==> src/rtl/pix_ser_pkg.sv <==
package pix_ser_pkg;

    typedef enum logic {
        SER_IDLE = 1'b0,
        SER_RUN  = 1'b1
    } ser_state_t;

    localparam int BYTE_W  = 8;
    localparam int IDX_W   = 3;
    localparam int CNT_W   = 2;
    localparam int COL_W   = 3;
    localparam int PAL_N   = 8;

    // Index of the last pixel in a byte for a depth code.
    function automatic logic [IDX_W-1:0] last_index(input logic [1:0] depth_code);
        case (depth_code)
            2'd1:    return IDX_W'(3);
            2'd2:    return IDX_W'(1);
            default: return IDX_W'(7);
        endcase
    endfunction

    // Reload value of the hold counter for a scale code.
    function automatic logic [CNT_W-1:0] hold_reload(input logic [1:0] scale_code);
        case (scale_code)
            2'd1:    return CNT_W'(1);
            2'd2:    return CNT_W'(3);
            default: return CNT_W'(0);
        endcase
    endfunction

endpackage

==> src/rtl/pix_decode.sv <==
module pix_decode
    import pix_ser_pkg::*;
(
    input  logic [BYTE_W-1:0] data,
    input  logic [1:0]        depth_code,
    input  logic [IDX_W-1:0]  idx,
    output logic [COL_W-1:0]  colour
);

    logic [1:0] k2;
    logic       k1;

    assign k2 = idx[1:0];
    assign k1 = idx[0];

    always_comb begin
        colour = '0;
        unique case (depth_code)
            2'd1: begin
                // Upper bit from the high nibble, lower bit from the low nibble.
                colour = {1'b0, data[3'd7 - {1'b0, k2}], data[3'd3 - {1'b0, k2}]};
            end
            2'd2: begin
                // Stride-two interleave; bit 3 of the colour drops (modulo 8).
                colour = {data[3'd5 - {2'b0, k1}],
                          data[3'd3 - {2'b0, k1}],
                          data[3'd1 - {2'b0, k1}]};
            end
            default: begin
                colour = {2'b0, data[3'd7 - idx]};
            end
        endcase
    end

endmodule

==> src/rtl/pix_palette.sv <==
module pix_palette
    import pix_ser_pkg::*;
#(
    parameter logic [PAL_N*COL_W-1:0] PALETTE = {3'd7, 3'd6, 3'd5, 3'd4,
                                                 3'd3, 3'd2, 3'd1, 3'd0}
) (
    input  logic [COL_W-1:0] logical,
    output logic [COL_W-1:0] physical
);

    logic [COL_W-1:0] entry [PAL_N];

    for (genvar g = 0; g < PAL_N; g++) begin : g_entry
        assign entry[g] = PALETTE[g*COL_W +: COL_W];
    end

    assign physical = entry[logical];

endmodule

==> src/rtl/pix_seq.sv <==
module pix_seq
    import pix_ser_pkg::*;
(
    input  logic              clk,
    input  logic              rst_n,
    input  logic              show,
    input  logic [1:0]        depth_code,
    input  logic [1:0]        scale_code,
    input  logic [BYTE_W-1:0] byte_in,
    output logic [BYTE_W-1:0] cur_byte,
    output logic [IDX_W-1:0]  cur_idx,
    output logic              run,
    output logic [IDX_W-1:0]  idx_q_o,
    output logic [CNT_W-1:0]  cnt_q_o
);

    ser_state_t        state_q, state_n;
    logic [IDX_W-1:0]  idx_q, idx_n;
    logic [CNT_W-1:0]  cnt_q, cnt_n;
    logic [BYTE_W-1:0] buf_q;
    logic              load;

    always_ff @(posedge clk or negedge rst_n) begin
        if (!rst_n) begin
            state_q <= SER_IDLE;
            idx_q   <= '0;
            cnt_q   <= '0;
            buf_q   <= '0;
        end else begin
            state_q <= state_n;
            idx_q   <= idx_n;
            cnt_q   <= cnt_n;
            if (load) buf_q <= byte_in;
        end
    end

    always_comb begin
        state_n = state_q;
        idx_n   = idx_q;
        cnt_n   = cnt_q;
        load    = 1'b0;
        unique case (state_q)
            SER_IDLE: begin
                if (show) begin
                    state_n = SER_RUN;
                    load    = 1'b1;
                    idx_n   = '0;
                    cnt_n   = hold_reload(scale_code);
                end
            end
            SER_RUN: begin
                if (!show) begin
                    state_n = SER_IDLE;
                end else if (cnt_q == '0) begin
                    cnt_n = hold_reload(scale_code);
                    if (idx_q >= last_index(depth_code)) begin
                        load  = 1'b1;
                        idx_n = '0;
                    end else begin
                        idx_n = idx_q + 1'b1;
                    end
                end else begin
                    cnt_n = cnt_q - 1'b1;
                end
            end
        endcase
    end

    assign cur_byte = load ? byte_in : buf_q;
    assign cur_idx  = idx_n;
    assign run      = (state_q == SER_RUN);
    assign idx_q_o  = idx_q;
    assign cnt_q_o  = cnt_q;

endmodule

==> src/rtl/pix_serializer.sv <==
module pix_serializer
    import pix_ser_pkg::*;
#(
    parameter logic [PAL_N*COL_W-1:0] PALETTE = {3'd7, 3'd6, 3'd5, 3'd4,
                                                 3'd3, 3'd2, 3'd1, 3'd0}
) (
    input  logic       clk,
    input  logic       rst_n,
    input  logic [7:0] byte_in,
    input  logic [1:0] depth_sel,
    input  logic [1:0] scale_sel,
    input  logic       pix_active,
    input  logic       blank_line,
    output logic       red_o,
    output logic       green_o,
    output logic       blue_o
);

    logic              show;
    logic [BYTE_W-1:0] cur_byte;
    logic [IDX_W-1:0]  cur_idx;
    logic              seq_run;
    logic [IDX_W-1:0]  seq_idx;
    logic [CNT_W-1:0]  seq_cnt;
    logic [COL_W-1:0]  logical;
    logic [COL_W-1:0]  physical;
    logic [COL_W-1:0]  rgb_q;

    assign show = pix_active && !blank_line;

    pix_seq u_seq (
        .clk        (clk),
        .rst_n      (rst_n),
        .show       (show),
        .depth_code (depth_sel),
        .scale_code (scale_sel),
        .byte_in    (byte_in),
        .cur_byte   (cur_byte),
        .cur_idx    (cur_idx),
        .run        (seq_run),
        .idx_q_o    (seq_idx),
        .cnt_q_o    (seq_cnt)
    );

    pix_decode u_dec (
        .data       (cur_byte),
        .depth_code (depth_sel),
        .idx        (cur_idx),
        .colour     (logical)
    );

    pix_palette #(.PALETTE(PALETTE)) u_pal (
        .logical  (logical),
        .physical (physical)
    );

    always_ff @(posedge clk or negedge rst_n) begin
        if (!rst_n)    rgb_q <= '0;
        else if (show) rgb_q <= physical;
        else           rgb_q <= '0;
    end

    assign red_o   = rgb_q[0];
    assign green_o = rgb_q[1];
    assign blue_o  = rgb_q[2];

endmodule

==> config.mk <==
export PLATFORM = sky130hd
export DESIGN_NAME = pix_serializer
export DESIGN_NICKNAME = d
export VERILOG_FILES = /design/src/rtl/pix_ser_pkg.sv /design/src/rtl/pix_decode.sv /design/src/rtl/pix_palette.sv /design/src/rtl/pix_seq.sv /design/src/rtl/pix_serializer.sv
export SDC_FILE = /design/constraint.sdc
export NUM_CORES = 1
export LEC_CHECK = 0
export BUFFER_PORTS_ARGS = -buffer_cell sky130_fd_sc_hd__buf_4
export CAP_MARGIN = 10
export CORE_MARGIN = 8
export CORE_UTILIZATION = 35
export CTS_BUF_LIST = sky130_fd_sc_hd__clkbuf_8
export DETAILED_ROUTE_END_ITERATION = 8
export GPL_TIMING_DRIVEN = 0
export HOLD_SLACK_MARGIN = 0.1
export PLACE_DENSITY = 0.51
export SETUP_SLACK_MARGIN = 0.3
export SLEW_MARGIN = 0
export SYNTH_ARGS = -nofsm -noshare
export SYNTH_HDL_FRONTEND = slang
export SYNTH_SLANG_ARGS = --single-unit
==> constraint.sdc <==
create_clock -name clk -period 5.15 [get_ports clk]
set_input_delay 0.515 -clock clk [delete_from_list [all_inputs] [get_ports clk]]
set_output_delay 0.515 -clock clk [all_outputs]
set_load 0.03 [all_outputs]
==> results of run 1 <==
power groups by stage:
stage	logic, mW	registers, mW	clock network, mW
4_1_cts	0.0811	0.158	0.103
3_5_place_dp	0.0807	0.160	0
6_report	0.0801	0.157	0.0980
3_3_place_gp	0.0795	0.160	0
2_1_floorplan	0.0538	0.159	0
5_1_grt	0.0905	0.160	0.108
synthesized netlist by cell type:
library cell and n:
a211o_1 1, or4bb_1 1, ha_1 6, a211oi_1 5
a32o_1 2, and2_1 1, nor2b_1 1, nor2_1 4
inv_1 12, or2_2 1, a221oi_1 1, nand2_1 8
nand2b_1 3, o21ba_1 1, or3_1 1, clkbuf_1 4
nor4_1 1, o22ai_1 1, a21o_1 6, or4b_4 1
nor4b_1 1, buf_2 1, o21a_1 1, o32ai_1 3
o211ai_1 6, mux2_2 4, o21ai_0 3, nand3_1 1
o21ai_1 1, a31o_1 1, mux2i_1 1, a31oi_1 3
dfrtp_1 17, a21oi_1 8
per-stage QoR:
stage | hold slack (ns) | instances | power, mW | area, µm² | util (%)
CTS | 0.118 | 167 | 0.342 | 1280 | 43.3
floorplan | 0.219 | 112 | 0.213 | 1060 | -
global route | 0.124 | 167 | 0.359 | 1280 | 43.3
global placement | 0.395 | 163 | 0.239 | 1230 | 41.8
finish | 0.116 | 167 | 0.335 | 1280 | 43.3
detailed placement | 0.395 | 163 | 0.241 | 1230 | 41.8
layer usage:
| layer | share of wire, % | up-vias | wire, µm | track usage, % |
|---|---|---|---|---|
| met5 | 0 | - | 0 | 0 |
| met4 | 1.8 | 0 | 42 | 5.54 |
| li1 | - | 459 | - | - |
| met1 | 47 | 417 | 1110 | 11.8 |
| met3 | 3.4 | 5 | 82 | 2.40 |
| met2 | 48 | 17 | 1150 | 17.1 |
worst min-delay path by stage:
stage,from,endpoint,slack (ns),cells past startpoint
after floorplan,rst_n,rgb_q[0],0.22,0
after global placement,rst_n,u_seq.idx_q_o[1],0.40,1
after detailed placement,rst_n,u_seq.idx_q_o[1],0.40,1
after CTS,rst_n,u_seq.idx_q_o[1],0.12,1
after global routing,rst_n,u_seq.idx_q_o[1],0.12,1
final,rst_n,u_seq.buf_q[3],0.12,1
worst max-delay path: stages:
cell and delay [ns]:
buf_4 0.09, inv_1 0.03, ha_1 0.32, inv_1 0.08, ha_1 0.34, nand3_1 0.15
a21oi_1 0.38, o21a_1 0.15, clkbuf_1 0.27, o21ba_1 0.24, o32ai_1 0.28, nor4_1 0.07
layout make-up:
type,count,area share (%)
Buffer,5,1.57
Clock buffer,3,3.23
Clock inverter,1,0.294
Inverter,12,3.52
Multi-Input combinational cell,78,44.3
Sequential cell,17,33.3
Tap cell,33,3.23
Timing Repair Buffer,18,10.6
registers in the layout, summed over array words and instances, names as in the netlist:
register,flops
u_seq.run,1
u_seq.idx_q_o,3
u_seq.buf_q,8
rgb_q,3
u_seq.cnt_q_o,2
layout by cell type, fill, tap and decap left out, types with 2 or more instances in the layout:
master     n
buf_4     18
nand2b_1   3
ha_1       6
o21ai_0    3
a211oi_1   5
o32ai_1    3
a32o_1     2
nand2_1    8
a21oi_1    8
clkbuf_1   4
dfrtp_1   17
a21o_1     6
o211ai_1   6
nor2_1     4
inv_1     13
a31oi_1    3
clkbuf_8   3
mux2_2     4
cell families (layout without fill, tap and decap cells):
family / count (synthesis) / in the layout / synth area share, %
adder cells (fa/ha/maj): 6 / 6 / 7.10
buffers and inverters: 17 / 39 / 6.15
multiplexers: 5 / 5 / 5.21
AND/OR/NAND/NOR: 24 / 24 / 12.7
AO/OA/AOI/OAI: 43 / 43 / 28.6
flip-flops: 17 / 17 / 40.2
==> results.md, run 1 <==
- Area of the multi-input gates: ~570 µm²
- Largest net degree at the start of global routing: 18
- Clock power frac: 29.2%
- CP Max Fanout: 8
- Total GRT Usage: about a tenth
- Die height: between 70 and 80 µm
- Worst setup path endpoint: rgb_q[0]
- TNS Setup: 0 ns
- FF-to-FF path depth: 8
- Vias in the first global route: 953
- DRT iter0 DRCs: 21
- Routed len/inst: roughly 14 µm
- CP required: approximately 5.3 ns
- Post-synth top area share: around two fifths
- Global-route wire length before repair: around 4.1 mm
- Synthesized Nets: around 130
- Minimum clock period: 2.81 ns
- Worst Path Arrival: ~2.9 ns
- Fmax: roughly 360 MHz
- Worst R2R End: rgb_q[0]
- Final worst slack: roughly 2.3 ns
- Sequential standard cell area: approximately 430 µm²
- Reg2reg start: u_seq.idx_q_o[2]
- Place WS: about 2.1 ns
- Clock Path Buffers: 2
- Max cap viols: 0
- Synth area leader: dfrtp_1
- Yosys reg bits: 17
- Diode count: 0
- Hold-fix buffers, CTS: 0
- IO Count: 19
- Final wirelength: 2.39 mm
- Filler cells: between 300 and 400
- Root Buffer: clkbuf_8
- Post-synthesis cell count: 112
- Rows: 20
- Post-CTS setup buffers: 0
- DR vias: around 900
- Placeable Area: 2950 µm²
- Initial Util: between 30% and 40%
- Sequential share of power: roughly 47%
- Critical Path Source: depth_sel[0]
- Path category of the worst min-delay check: in2async
- # clock sinks: 17
- Post-route ant nets: 0
- DRC: 0
- CP Class: in2reg
- Die Width: around 71 µm
- Mapped Area: roughly 1100 µm²
- Layout cells sized above 1: a little over a fifth
- Avg Inst Size Synth: ~9.4 µm²
- Final Hold Vio Count: 0
- Pre-Repair DR Iteration Count: 4
- Switching pwr: 96.0 µW
- Worst slew pin tran: 0.445 ns
- Synthesis-to-layout area growth: 20.9%
- Vias/cell: approximately 5.4
- CP startpoint kind: input port
- Post_cts resized: 0
- Sequential area share after synthesis: 40.2%
- Ys Warns: 0
- Cell Int Power: ~240 µW
- Synth top area cells: dfrtp_1 (40%), ha_1 (7.1%), a21o_1 (4.3%)
- Clk_skew: between 0.003 and 0.004 ns
- RSZ-0062 raised after global routing: false
- Die ar.: around 5000 µm²
- Fin nets: 157
- Rel. slew slack: a little over two thirds
- Worst vdd ir: 0.152 mV
- Initial antenna violation count: 0
- Outcome: complete, no violations
- Yosys cell types: 34
- Routability cong.: approximately 0.8
- Fin. max-slew vios: 0
- Type of destination of the critical path: flip-flop
- Pwr dens: around 260 nW/µm²
- TritonCTS clock tree: built
- Reg clk slew, reported paths: 0.07 ns
- Detailed Place HPWL: 1.91 mm
- Comb power frac: a little under a quarter
- Port Buf Inserts: 18
- Sw frac: 28.6%
- Final setup viols: 0
- Static leakage: slightly above 0.6 nW
- Congestion Overflow GR: 0
- Tcrit/Tclk final: 54.5%
- Later-pin clock latency in the skew report: ~0.25 ns
- H-tree Lvls: 1
- Slack of the worst reg-to-reg path: roughly 2.7 ns
- Num CTS Buffers: 3
Power figures use the tool's default switching activity.
==> inputs of run 2 (changes only) <==
--- a/config.mk
+++ b/config.mk
@@ -13,7 +13,7 @@
 export DETAILED_ROUTE_END_ITERATION = 8
 export GPL_TIMING_DRIVEN = 0
 export HOLD_SLACK_MARGIN = 0.1
-export PLACE_DENSITY = 0.51
+export PLACE_DENSITY = 0.53
 export SETUP_SLACK_MARGIN = 0.3
 export SLEW_MARGIN = 0
 export SYNTH_ARGS = -nofsm -noshare
==> constraint.sdc (replaced) <==
create_clock -name clk -period 2.38 [get_ports clk]
set_input_delay 0.238 -clock clk [delete_from_list [all_inputs] [get_ports clk]]
set_output_delay 0.238 -clock clk [all_outputs]
set_load 0.03 [all_outputs]
==> run 2 against run 1 <==
  * Non-clock buffer count grew 5
  * Clock skew is essentially flat
  * Sequential power grew 120%
  * Largest cell class unchanged
  * Critical path type is now reg2reg
  * Power grew 140%
  * Flip-flop and latch count is the same
  * Critical endpoint unchanged
==> results.md, run 2 (same netlist as run 1, synthesis figures left out) <==
- Outcome: complete, no violations
- Num CTS Buffers: 3 (unchanged)
- Fin nets: 162 (+3.2%)
- RSZ-0062 raised after global routing: true
- Initial antenna violation count: 0 (unchanged)
- Reg2reg start: u_seq.cnt_q_o[1]
- Worst path depth: 7 (-5)
- Final wirelength: 2.64 mm (+11%)
- CP startpoint kind: flip-flop
- Die height: 71.0 µm (unchanged)
- Detailed Place HPWL: 2.04 mm (+7.0%)
- Worst Path Arrival: 2.46 ns (-0.46 ns)
- Pre-Repair DR Iteration Count: 4 (unchanged)
- Placeable Area: 2950 µm² (unchanged)
- Fmax: around 430 MHz
- # clock sinks: 17 (unchanged)
- Congestion Overflow GR: 0 (unchanged)
- Later-pin clock latency in the skew report: 0.26 ns (about the same)
- DR vias: 959 (+6.8%)
- DRT iter0 DRCs: 26 (+24%)
- Synthesis-to-layout area growth: 40.4%
- TNS Setup: 0 ns (unchanged)
- Rel. slew slack: 55.3% (-15 points)
- Total GRT Usage: 11.6% (+1.3 points)
- Worst vdd ir: 0.396 mV (+160%)
- Design Power: 798 µW (+140%)
- Largest register by flop count: u_seq.buf_q
- CP Class: reg2reg
- H-tree Lvls: 1 (unchanged)
- Clock Path Buffers: 2 (unchanged)
- CP required: 2.53 ns (-2.74 ns)
- Worst path bufs/invs: 1 (-3)
- Clk_skew: 0.00334 ns (+0.0000487 ns)
- CP peak stage delay: 0.55 ns (+0.17 ns)
- Initial Util: 35.8% (unchanged)
- Diode count: 0 (unchanged)
- Final setup viols: 0 (unchanged)
- Core Util, Final: 50.3% (+6.9 points)
- Post-route ant nets: 0 (unchanged)
- Number of flip-flops under the largest register name: 8 (unchanged)
- Die ar.: 5040 µm² (unchanged)
- DRC: 0 (unchanged)
- Pwr dens: 537 nW/µm² (+100%)
- Root Buffer: clkbuf_8
- Vias in the first global route: 1044 (+9.5%)
- Minimum clock period: roughly 2.3 ns
- CP max-delay cell: or4b_4
- Filler cells: 291 (-5.8%)
- Top Family by Delay on Critical Path: simple AND/OR/NAND/NOR gates
- Reg clk slew, reported paths: 0.07 ns (about the same)
- Global-route wire length before repair: 4.74 mm (+15%)
- FF-to-FF path depth: 7 (-1)
- Largest net degree at the start of global routing: 18 (unchanged)
- Vias/cell: 5.58 (+3.7%)
- Fin. max-slew vios: 0 (unchanged)
- IO Count: 19 (unchanged)
- Type of destination of the critical path: flip-flop
- TritonCTS clock tree: built
- Die Width: 71.0 µm (unchanged)
- Static leakage: 0.673 nW (+8.0%)
- Critical Path Source: u_seq.cnt_q_o[1]
- Worst setup path endpoint: rgb_q[0]
- Tcrit/Tclk final: between 90% and 100%
- Path category of the worst min-delay check: in2reg
- Slack of the worst reg-to-reg path: 0.07 ns (-2.60 ns)
- Routability cong.: 0.747 (-9.3%)
- Max cap viols: 0 (unchanged)
- Most frequent cells in the layout: buf_4 (22), dfrtp_1 (16), inv_1 (11)
- Layout cells sized above 1: 39.6% (+19 points)
- Routed len/inst: 15.4 µm (+7.4%)
- Final Hold Vio Count: 0 (unchanged)
- CP Max Fanout: 6 (-2)
- Port Buf Inserts: 18 (unchanged)
- Sequential standard cell area: 427 µm² (+0.29%)
- Commonest non-fill, non-tap cell in the layout: buf_4
- Rows: 20 (unchanged)
- Area of the multi-input gates: 707 µm² (+25%)
- CP cell instances: or4b_4 > or3_4 > buf_6 > a21o_4 > a31oi_4 > o32ai_2 > nor4_1
- Min-Delay Path Depth: 3
- Worst slew pin tran: 0.666 ns (+0.221 ns)
- Worst R2R End: rgb_q[0]
run 2: cell types whose count changed in the layout (fill, tap and decap cells not counted), sizes merged:
cell / before / now
clkbuf: 7 / 6
dlygate4sd3: 0 / 1
buf: 19 / 24
run 2: power breakdown:
group          switching [mW]  total, mW  internal (mW)
logic                   0.117      0.236          0.119
clock network           0.104      0.219          0.115
registers              0.0208      0.343          0.322
run 2: worst register-to-register path: stages (launching register included):
cell	delay, ns
dfrtp_1	0.38
or4b_4	0.55
or3_4	0.35
buf_6	0.15
a21o_4	0.23
a31oi_4	0.17
o32ai_2	0.10
nor4_1	0.28
run 2: repair_timing:
action	4_1_cts	5_1_grt
hold endpoints to repair	17	0
resized for setup	16	8
buffers inserted	3	1
endpoints found under the setup margin	7	7
hold buffers	1	0
pin swaps	8	2
run 2: how the worst min path moves through the flow:
stage,slack (ns),from,endpoint
after floorplan,-0.06,rst_n,rgb_q[0]
after global placement,0.12,rst_n,rgb_q[2]
after detailed placement,0.12,rst_n,rgb_q[2]
after CTS,0.19,byte_in[4],u_seq.buf_q[4]
after global routing,0.21,byte_in[0],u_seq.buf_q[0]
final,0.19,byte_in[4],u_seq.buf_q[4]
run 2: per-stage QoR:
| stage | std cells | area [µm²] | hold WS, ns | setup WS, ns |
|---|---|---|---|---|
| 2_1_floorplan | 112 | 1110 | -0.0576 | 0.216 |
| 3_3_place_gp | 163 | 1290 | 0.118 | -0.177 |
| 3_5_place_dp | 163 | 1290 | 0.119 | -0.190 |
| 4_1_cts | 171 | 1440 | 0.191 | 0.0562 |
| 5_1_grt | 172 | 1480 | 0.209 | -0.00245 |
| 6_report | 172 | 1480 | 0.190 | 0.0716 |
run 2: final cells by class:
| class | instances | area share [%] |
|---|---|---|
| Sequential cell | 17 | 28.8 |
| Inverter | 12 | 4.05 |
| Tap cell | 33 | 2.78 |
| Timing Repair Buffer | 23 | 11.8 |
| Clock buffer | 3 | 2.78 |
| Buffer | 5 | 1.94 |
| Clock inverter | 1 | 0.253 |
| Multi-Input combinational cell | 78 | 47.6 |
run 2: layer usage:
| layer | GRT usage, % | up-vias | routed length, µm |
|---|---|---|---|
| met5 | 0 | - | 0 |
| met4 | 4.85 | 0 | 36 |
| met3 | 2.40 | 4 | 88 |
| met2 | 20.3 | 15 | 1360 |
| met1 | 13.2 | 469 | 1160 |
| li1 | - | 471 | - |
==> inputs of run 3 (changes only) <==
--- a/config.mk
+++ b/config.mk
@@ -5,6 +5,7 @@
 export SDC_FILE = /design/constraint.sdc
 export NUM_CORES = 1
 export LEC_CHECK = 0
+export ABC_AREA = 1
 export BUFFER_PORTS_ARGS = -buffer_cell sky130_fd_sc_hd__buf_4
 export CAP_MARGIN = 10
 export CORE_MARGIN = 8
==> run 3 against run 2 <==
  * Synthesized area is 2.1% higher
  * Flip-flop and latch count stayed put
  * Setup slack better by 0.35 ns
  * Critical endpoint unchanged
==> results.md, run 3 <==
- CP required: 2.57 ns (+0.04 ns)
- Fin area: 1390 µm² (-6.2%)
- Post-synth top area share: 39.4% (-0.84 points)
- TNS Setup: 0 ns (unchanged)
- Root Buffer: clkbuf_8
- Layout cells sized above 1: 35.1% (-4.5 points)
- FF-to-FF path depth: 13 (+6)
- Rel. slew slack: 75.8% (+20 points)
- Number of flip-flops under the largest register name: 8 (unchanged)
- DRT iter0 DRCs: 21 (-19%)
- Worst R2R End: rgb_q[0]
- Fmax: 511 MHz (+18%)
- Grt peak-use layer: met2
- Final setup viols: 0 (unchanged)
- IO Count: 19 (unchanged)
- Path category of the worst min-delay check: in2reg
- Most frequent cells in the layout: nand2_1 (39), buf_4 (20), dfrtp_1 (17)
- Outcome: complete, no violations
- Die Width: 71.5 µm (+0.82%)
- Congestion Overflow GR: 0 (unchanged)
- Static leakage: 0.711 nW (+5.5%)
- Initial Util: 36.0% (+0.15 points)
- Clock Path Buffers: 2 (unchanged)
- Slack of the worst reg-to-reg path: 0.42 ns (+0.35 ns)
- Reg clk slew, reported paths: 0.07 ns (about the same)
- CP startpoint kind: flip-flop
- Die height: 71.5 µm (+0.82%)
- Worst slew pin tran: 0.360 ns (-0.307 ns)
- Placed cell areas: 1260 µm² (-2.5%)
- Pwr dens: 559 nW/µm² (+4.0%)
- Ys async rst share: 100% (unchanged)
- Diode count: 0 (unchanged)
- Mapped Area: 1080 µm² (+2.1%)
- Primary FF master, synth: dfrtp_1
- Synthesis-to-layout area growth: 29.0%
- Type of destination of the critical path: flip-flop
- Later-pin clock latency in the skew report: 0.25 ns (about the same)
- CP Max Fanout: 5 (-1)
- Pre-Repair DR Iteration Count: 4 (unchanged)
- Detailed Place HPWL: 1.76 mm (-14%)
- Largest register by flop count: u_seq.buf_q
- Synth area leader: dfrtp_1
- # clock sinks: 17 (unchanged)
- Num CTS Buffers: 3 (unchanged)
- Rows: 20 (unchanged)
- EDFF count, synth: 0 (unchanged)
- Top-count cell post-synth: nand2_1
- Final Hold Vio Count: 0 (unchanged)
- Placeable Area: 3000 µm² (+1.7%)
- DR vias: 897 (-6.5%)
- Largest net degree at the start of global routing: 18 (unchanged)
- Reg2reg start: u_seq.idx_q_o[1]
- Die ar.: 5120 µm² (+1.7%)
- Post-synth top cells: nand2_1 (41), dfrtp_1 (17), nand3_1 (15), inv_1 (13), ha_1 (6)
- Total GRT Usage: 9.88% (-1.7 points)
- Tcrit/Tclk final: 82.2% (-15 points)
- Commonest non-fill, non-tap cell in the layout: nand2_1
- Synth top area cells: dfrtp_1 (39%), nand2_1 (14%), ha_1 (7.0%)
- Avg Inst Size Synth: 8.44 µm² (-11%)
- Hold endpoint: u_seq.run
- TritonCTS clock tree: built
- Global-route wire length before repair: 4.13 mm (-13%)
- HP Start: blank_line
- Final wirelength: 2.32 mm (-12%)
- Yosys cell types: 21 (-38%)
- H-tree Lvls: 1 (unchanged)
- Vias/cell: 4.80 (-14%)
- Post-route ant nets: 0 (unchanged)
- Fin nets: 177 (+9.3%)
- Port Buf Inserts: 18 (unchanged)
- Worst vdd ir: 0.211 mV (-47%)
- Max cap viols: 0 (unchanged)
- Yosys reg bits: 17 (unchanged)
- Minimum clock period: 1.96 ns (-0.353 ns)
- DRC: 0 (unchanged)
- Clk_skew: 0.00171 ns (-0.00163 ns)
- Ys Warns: 0 (unchanged)
- Worst Path Arrival: 2.14 ns (-0.32 ns)
- Met2 GRT Util: 15.9% (-4.4 points)
- CP Class: reg2reg
- Routability cong.: 0.753 (+0.80%)
- Sequential area share after synthesis: 39.4% (-0.84 points)
- Routed len/inst: 12.4 µm (-19%)
- Synthesized Nets: 150 (+12%)
- Min-Delay Path Depth: 2 (-1)
- M3 GR Usage: 3.07% (+0.67 points)
- Post-synthesis cell count: 128 (+14%)
- RSZ-0062 raised after global routing: true
- Fin. max-slew vios: 0 (unchanged)
- Initial antenna violation count: 0 (unchanged)
- Met1 GRT Util: 11.6% (-1.6 points)
- Vias in the first global route: 948 (-9.2%)
==> run 3: changes by cell type in the layout (fill, tap and decap cells not counted), sizes merged, moves of 4 or more <==
cell,before,now
nand2,8,48
a211oi,5,0
mux2,4,0
nor2,4,9
a21oi,8,2
a21o,6,0
nand3,1,20
o211ai,6,0
==> run 3: cells by family after synthesis <==
group | after synthesis | share of synthesized area, %
buffers and inverters | 16 | 8.11
adders and majority gates | 6 | 6.95
DFF | 17 | 39.4
AOI/OAI and AO/OA | 8 | 5.33
and+or+nand+nor | 80 | 39.4
xor gates and xnor gates | 1 | 0.811
==> run 3: stage by stage <==
| stage | setup slack [ns] | power (mW) | hold slack, ns | util (%) | std cells |
|---|---|---|---|---|---|
| after CTS | 0.319 | 0.777 | 0.179 | 43.7 | 184 |
| after detailed placement | 0.0605 | 0.550 | 0.120 | 41.8 | 179 |
| after global routing | 0.221 | 0.839 | 0.178 | 46.4 | 187 |
| final | 0.425 | 0.779 | 0.183 | 46.4 | 187 |
| after global placement | 0.0874 | 0.545 | 0.118 | 41.8 | 179 |
| after floorplan | 0.368 | 0.488 | -0.0576 | - | 128 |
==> run 3: how the worst max path moves through the flow <==
stage               end              from  slack, ns
6_report       rgb_q[0]  u_seq.idx_q_o[1]       0.42
5_1_grt        rgb_q[0]  u_seq.idx_q_o[1]       0.22
4_1_cts        rgb_q[0]      depth_sel[0]       0.32
3_5_place_dp   rgb_q[0]      depth_sel[0]       0.06
3_3_place_gp   rgb_q[0]      depth_sel[0]       0.09
2_1_floorplan  rgb_q[0]      depth_sel[0]       0.37
==> run 3: repair_timing <==
action                                  CTS  global route
gates resized for setup                   0             7
endpoints found under the hold margin    17             0
hold buffers                              1             0
endpoints found under the setup margin    0             1
buffers inserted                          0             2
==> run 3: power by group <==
| group | total [mW] | switching, mW | internal (mW) |
|---|---|---|---|
| registers | 0.337 | 0.0164 | 0.321 |
| logic | 0.222 | 0.128 | 0.0945 |
| clock network | 0.219 | 0.103 | 0.116 |
| total | 0.779 | 0.247 | 0.531 |
==> run 3: layout make-up <==
| type | count | area, µm² |
|---|---|---|
| buffer | 2 | 35.0 |
| clock buffer | 3 | 41.3 |
| clock inverter | 1 | 5.00 |
| fill | 294 | 1610 |
| inverter | 14 | 52.6 |
| multi-input combinational | 95 | 607 |
| sequential | 17 | 425 |
| tap | 33 | 41.3 |
| timing repair buffer | 22 | 185 |
==> run 3: critical path, cell delays in order, from the launching register on <==
cell	delay, ns
dfrtp_1	0.39
ha_1	0.29
nand3_2	0.08
nand3_2	0.12
nand2_4	0.10
nand2_4	0.08
buf_12	0.15
o22ai_4	0.19
nand2_1	0.11
nand3_1	0.07
nand2_1	0.08
nor2_1	0.09
nor2_1	0.05
nor2_1	0.08
==> run 3: layer usage <==
| layer | vias to the layer above | part of all wire [%] |
|---|---|---|
| met5 | - | 0 |
| met4 | 0 | 1.5 |
| met3 | 4 | 5.7 |
| met2 | 21 | 47 |
| met1 | 410 | 45 |
| li1 | 462 | - |
